**config.mk**
```make
export PLATFORM = sky130hd
export DESIGN_NAME = ser_word_rx
export DESIGN_NICKNAME = d
export VERILOG_FILES = /design/src/rtl/swr_pkg.sv /design/src/rtl/swr_deframer.sv /design/src/rtl/swr_wordclk.sv /design/src/rtl/swr_outreg.sv /design/src/rtl/ser_word_rx.sv
export SDC_FILE = /design/constraint.sdc
export NUM_CORES = 1
export LEC_CHECK = 0
export BUFFER_PORTS_ARGS = -buffer_cell sky130_fd_sc_hd__buf_4
export CAP_MARGIN = 10
export CORE_AREA = 5 5 54 75
export CTS_BUF_LIST = sky130_fd_sc_hd__clkbuf_16
export DETAILED_ROUTE_END_ITERATION = 7
export DIE_AREA = 0 0 59 80
export PLACE_DENSITY = 0.71
export SLEW_MARGIN = 20
export SYNTH_ARGS = -nofsm -noshare
export SYNTH_HDL_FRONTEND = slang
export SYNTH_SLANG_ARGS = --single-unit
```
**constraint.sdc**
```tcl
create_clock -name clk -period 1.6 [get_ports clk]
set_clock_uncertainty 0.2 [all_clocks]
set_input_delay 0.32 -clock clk [delete_from_list [all_inputs] [get_ports clk]]
set_output_delay 0.32 -clock clk [all_outputs]
set_load 0.05 [all_outputs]
```
**src/rtl/swr_pkg.sv**
```systemverilog
package swr_pkg;
  typedef enum logic [1:0] {
    ST_WAIT = 2'd0,
    ST_DATA = 2'd1,
    ST_STOP = 2'd2
  } rx_state_t;
endpackage

```
**src/rtl/swr_deframer.sv**
```systemverilog
module swr_deframer
  import swr_pkg::*;
#(
  parameter int DATA_W = 12
) (
  input  logic              clk,
  input  logic              clr,
  input  logic              bit_en,
  input  logic              sin,
  output logic              start_acc,
  output logic              word_ok,
  output logic              frame_err,
  output logic              locked,
  output logic [DATA_W-1:0] word
);
  localparam int CW = $clog2(DATA_W);

  rx_state_t st;
  logic          prev_low;
  logic          got_one;
  logic [CW-1:0] cnt;

  always_ff @(posedge clk) begin
    if (clr) begin
      st        <= ST_WAIT;
      prev_low  <= 1'b0;
      got_one   <= 1'b0;
      cnt       <= '0;
      locked    <= 1'b0;
      word      <= '0;
      start_acc <= 1'b0;
      word_ok   <= 1'b0;
      frame_err <= 1'b0;
    end else begin
      start_acc <= 1'b0;
      word_ok   <= 1'b0;
      frame_err <= 1'b0;
      if (bit_en) begin
        case (st)
          ST_WAIT: begin
            prev_low <= ~sin;
            if (sin && prev_low) begin
              st        <= ST_DATA;
              cnt       <= '0;
              start_acc <= 1'b1;
            end
          end
          ST_DATA: begin
            word <= {sin, word[DATA_W-1:1]};
            if (cnt == CW'(DATA_W - 1)) st <= ST_STOP;
            else cnt <= cnt + 1'b1;
          end
          ST_STOP: begin
            st <= ST_WAIT;
            if (!sin) begin
              prev_low <= 1'b1;
              got_one  <= 1'b1;
              if (got_one) begin
                locked  <= 1'b1;
                word_ok <= 1'b1;
              end
            end else begin
              frame_err <= 1'b1;
              locked    <= 1'b0;
              got_one   <= 1'b0;
              prev_low  <= 1'b0;
            end
          end
          default: st <= ST_WAIT;
        endcase
      end
    end
  end

  // a framing error always leaves the receiver unlocked
  a_r4_err_unlocks: assert property (@(posedge clk) disable iff (clr)
    frame_err |-> !locked);
  // lock only rises after an earlier good frame was recorded
  a_r3_lock_needs_pair: assert property (@(posedge clk) disable iff (clr)
    $rose(locked) |-> $past(got_one));
  // a word is never delivered in the same cycle as a framing error
  a_r4_no_word_on_err: assert property (@(posedge clk) disable iff (clr)
    !(word_ok && frame_err));
endmodule

```
**src/rtl/swr_wordclk.sv**
```systemverilog
module swr_wordclk #(
  parameter int HALF = 7
) (
  input  logic clk,
  input  logic clr,
  input  logic bit_en,
  input  logic start,
  input  logic locked,
  output logic wclk
);
  localparam int HW = $clog2(HALF + 1);

  logic [HW-1:0] hcnt;

  always_ff @(posedge clk) begin
    if (clr) begin
      wclk <= 1'b0;
      hcnt <= '0;
    end else if (start && locked) begin
      wclk <= 1'b1;
      hcnt <= bit_en ? HW'(HALF - 2) : HW'(HALF - 1);
    end else if (bit_en && wclk) begin
      if (hcnt == '0) wclk <= 1'b0;
      else hcnt <= hcnt - 1'b1;
    end
  end

  // the word clock rises only on a start bit accepted while locked
  a_r6_rise_on_start: assert property (@(posedge clk) disable iff (clr)
    $rose(wclk) |-> $past(start && locked));
endmodule

```
**src/rtl/swr_outreg.sv**
```systemverilog
module swr_outreg #(
  parameter int DATA_W = 12
) (
  input  logic              clk,
  input  logic              rst,
  input  logic              pd,
  input  logic              rx_dir,
  input  logic              load,
  input  logic [DATA_W-1:0] din,
  output logic [DATA_W-1:0] pdata,
  output logic              pdata_oe
);
  logic clr;
  assign clr = rst | pd;

  always_ff @(posedge clk) begin
    if (clr) begin
      pdata    <= '0;
      pdata_oe <= 1'b0;
    end else begin
      pdata_oe <= rx_dir;
      if (load && rx_dir) pdata <= din;
    end
  end

  // outputs hold unless a word is loaded
  a_r8_hold: assert property (@(posedge clk) disable iff (rst)
    (!load && !clr) |=> $stable(pdata));
  // enable follows receive direction
  a_r8_oe_off: assert property (@(posedge clk) disable iff (rst)
    !rx_dir |=> !pdata_oe);
  // power-down clears the word and releases the pads
  a_r9_pd_clear: assert property (@(posedge clk) disable iff (rst)
    pd |=> (pdata == '0 && !pdata_oe));
endmodule

```
**src/rtl/ser_word_rx.sv**
```systemverilog
module ser_word_rx #(
  parameter int DATA_W = 12,
  parameter int HALF   = 7
) (
  input  logic              clk,
  input  logic              rst,
  input  logic              pd,
  input  logic              rx_dir,
  input  logic              bit_en,
  input  logic              sin,
  output logic [DATA_W-1:0] pdata,
  output logic              pdata_oe,
  output logic              wclk,
  output logic              locked,
  output logic              frame_err
);
  logic              rx_clr;
  logic              start_acc;
  logic              word_ok;
  logic [DATA_W-1:0] word;

  assign rx_clr = rst | pd | ~rx_dir;

  swr_deframer #(.DATA_W(DATA_W)) u_deframer (
    .clk       (clk),
    .clr       (rx_clr),
    .bit_en    (bit_en),
    .sin       (sin),
    .start_acc (start_acc),
    .word_ok   (word_ok),
    .frame_err (frame_err),
    .locked    (locked),
    .word      (word)
  );

  swr_wordclk #(.HALF(HALF)) u_wordclk (
    .clk    (clk),
    .clr    (rx_clr),
    .bit_en (bit_en),
    .start  (start_acc),
    .locked (locked),
    .wclk   (wclk)
  );

  swr_outreg #(.DATA_W(DATA_W)) u_outreg (
    .clk      (clk),
    .rst      (rst),
    .pd       (pd),
    .rx_dir   (rx_dir),
    .load     (word_ok),
    .din      (word),
    .pdata    (pdata),
    .pdata_oe (pdata_oe)
  );
endmodule

```
==> flow_summary_export.csv <==
group,metric,value,unit
clock_tree,clkTransAtPathRegs,0.06,ns
synthesis,synth_most_common_cell,"nand2_1",
global_routing,grt_pass1_vias,1276,
sta,maxSlewViolCount,0,
placement,placed_cell_area,1849,µm²
routing,via_per_inst,5.158,
setup_path,worstPathRequired,1.57,ns
clock_tree,cts_buffers,5,
floorplanning,core,3316,µm²
setup_path,regToRegStartpoint,"u_deframer.cnt[1]",
sta,max_slew_margin,0.7300,
sta,timing.fmax,0.6112,GHz
routing,drtIter0Drc,28,
finish,drive_gt1_frac,0.2356,
setup_path,ff2ff_setup_slack,-0.04,ns
floorplanning,die_w,59,µm
floorplanning,rows,25,
synthesis,synth.top_cells.by_count,"55 x nand2_1, 41 x dfxtp_1, 33 x a21oi_1",
synthesis,yosysTopAreaCell,"dfxtp_1",
setup_path,worstPathMaxFanout,3,
sta,setup_viol,2,
global_routing,groute.usage.overall,0.1449,
sta,timing.final.ws_setup,-0.03611,ns
floorplanning,die_h,80,µm
routing,wl_per_cell,11.49,µm
clock_tree,clock_path_buffers,2,
synthesis,synth-async-reset-ratio,0,
clock_tree,clk_latency,0.28,ns
routing,vias,1367,
hold_path,holdPathStages,3,
global_routing,grt_max_degree,14,
run_status,outcome,"finished with violations",
sta,tightest_slew,0.4050,ns
setup_path,critPathKind,"reg2reg",
global_routing,grt-ovfl-total,0,
finish,fin_cells,265,
power,leakage,0.0007206,µW
routing,drc,0,
hold_path,hp-start,"sin",
hold_path,hp-class,"in2reg",
synthesis,netlist_area,1582,µm²
finish,fin_util,0.6109,
setup_path,arrival,1.60,ns
finish,design_area,2026,µm²
setup_path,end_kind,"flip-flop",
clock_tree,cts-root-buf,"clkbuf_16",
synthesis,ys_ff_latch,41,
placement,placedCellCount,257,
placement,portBuffers,21,
sta,fin_crit_sh,1.023,
hold_path,hold-path-endpoint,"u_deframer.locked",
setup_path,r2r_cells,5,
floorplanning,start_util,0.4770,
sta,grt_setup_unrepaired,"true",
synthesis,yosys.area.top_type_share,0.5190,
global_routing,grt_pass1_wl,5209,µm
placement,hpwlAfterDp,2208,µm
sta,hold_viol,0,
sta,hold_ws,0.1615,ns
setup_path,crit_path_start_kind,"flip-flop",
synthesis,syn_nets,201,
finish,diodes,0,
clock_tree,cts_tree,"yes",
routing,ant_nets,0,
synthesis,yosysSeqAreaShare,0.5190,
synthesis,ys_top_cells_by_area,"dfxtp_1 52%, nand2_1 13%, a21oi_1 10%, nor2_1 2.6%, ha_1 2.4%",
finish,fin_nets,233,
synthesis,synth_cells,192,
floorplanning,dieArea,4720,µm²
finish,syn_to_final_growth,28.09,%
routing,wirelength,3045,µm
job,max_cap_violations,0,
synthesis,ys.flop_type,"dfxtp_1",
setup_path,regToRegEndpoint,"u_deframer.cnt[1]",
synthesis,syn_area_per_cell,8.237,µm²
synthesis,yosys_warnings,0,
floorplanning,io-pin-count,22,
clock_tree,h-tree-depth,2,
placement,globalplace.congestion,0.7825,
synthesis,synth_cell_types,34,
clock_tree,cts_setup_buffers,0,
sta,min_period,1.636,ns
global_routing,antenna_found_initial,0,
clock_tree,clock_sinks,41,
run_status,violations,"negative setup slack",
routing,first_pass_iters,3,
power,powerDensity,991.6,nW/µm²
synthesis,synth_enable_flop_cells,0,
finish,nFillCells,316,
power,vdd_ir_drop_max,688.3,µV
## layout by cell type, fill, tap and decap left out, drive strengths merged, types with 3 or more instances in the layout
cell type | netlist | layout
ha | 3 | 3
clkbuf | 6 | 5
nand2 | 56 | 56
buf | 2 | 33
dfxtp | 41 | 41
clkinv | 0 | 3
inv | 6 | 6
nor2 | 12 | 12
nand3 | 5 | 5
a21oi | 33 | 33
nor3 | 3 | 3
## worst max-delay path by stage
stage                           start                 to  slack [ns]  depth (start not counted)
detailed placement  u_deframer.cnt[0]  u_deframer.cnt[1]       -0.05                          5
floorplan           u_deframer.cnt[0]  u_deframer.cnt[1]       -0.03                          5
global route        u_deframer.cnt[1]  u_deframer.cnt[1]       -0.11                          5
finish              u_deframer.cnt[1]  u_deframer.cnt[1]       -0.04                          5
global placement    u_deframer.cnt[0]  u_deframer.cnt[1]       -0.02                          5
CTS                 u_deframer.cnt[0]  u_deframer.cnt[1]       -0.03                          5
## final cells by class
type / count / area [µm²] / area share
clock buffers: 5 / 125.1 / 0.06177
repair buffers: 33 / 260.3 / 0.1285
well taps: 40 / 50.05 / 0.02471
multi-input cells: 137 / 730.7 / 0.3607
flip-flops and latches: 41 / 824.5 / 0.4070
clock inverters: 3 / 12.51 / 0.006177
inverters: 6 / 22.52 / 0.01112
## timing repair
item                       4_1_cts  5_1_grt
setup endpoints to repair        2        3
resized for setup                1        8
pin swaps                        0        7
hold buffers                     0        0
## registers in the layout, indices dropped and copies added, names as in the netlist, 2 cells and up
signal and flops:
u_wordclk.hcnt 3, u_deframer.st 2, u_outreg.pdata 12, u_deframer.word 12, u_deframer.cnt 4
## per-stage QoR
step	setup TNS [ns]	setup slack, ns	total power (µW)
finish	-0.05240	-0.03611	2009
global route	-0.2459	-0.1074	2077
CTS	-0.03117	-0.03117	2032
detailed placement	-0.05253	-0.05192	1096
global placement	-0.02203	-0.02203	1096
floorplan	-0.03137	-0.03137	1071
## metal layers
| layer | share of wire | GRT usage |
|---|---|---|
| met1 | 0.41 | 0.1494 |
| met2 | 0.52 | 0.2489 |
| met3 | 0.037 | 0.04854 |
| met4 | 0.033 | 0.08163 |
| met5 | 0 | 0 |
## logic make-up (layout without fill, tap and decap cells)
| logic type | Yosys count | count (layout) | share of synthesized area |
|---|---|---|---|
| adders and majority gates | 3 | 3 | 0.02374 |
| DFF | 41 | 41 | 0.5190 |
| and+or+nand+nor | 89 | 89 | 0.2540 |
| xor gates and xnor gates | 1 | 1 | 0.005539 |
| AOI/OAI and AO/OA | 43 | 43 | 0.1495 |
| muxes | 1 | 1 | 0.006329 |
| buffers and inverters | 14 | 47 | 0.04193 |
## worst max-delay path, stage by stage, from the launching register on
cell and delay, ns:
dfxtp_2 0.33, ha_4 0.15, and3b_4 0.17, a2111o_1 0.45, a22oi_2 0.16, nor2_1 0.06
## power breakdown
group / leakage [µW] / internal (µW) / switching [µW]
sequential: 0.000332 / 1020 / 0.595
clock: 0.0000687 / 563 / 372
combinational: 0.000320 / 19.9 / 31.0
total: 0.000721 / 1610 / 403
Note: power is estimated with default switching activity, not from simulation.
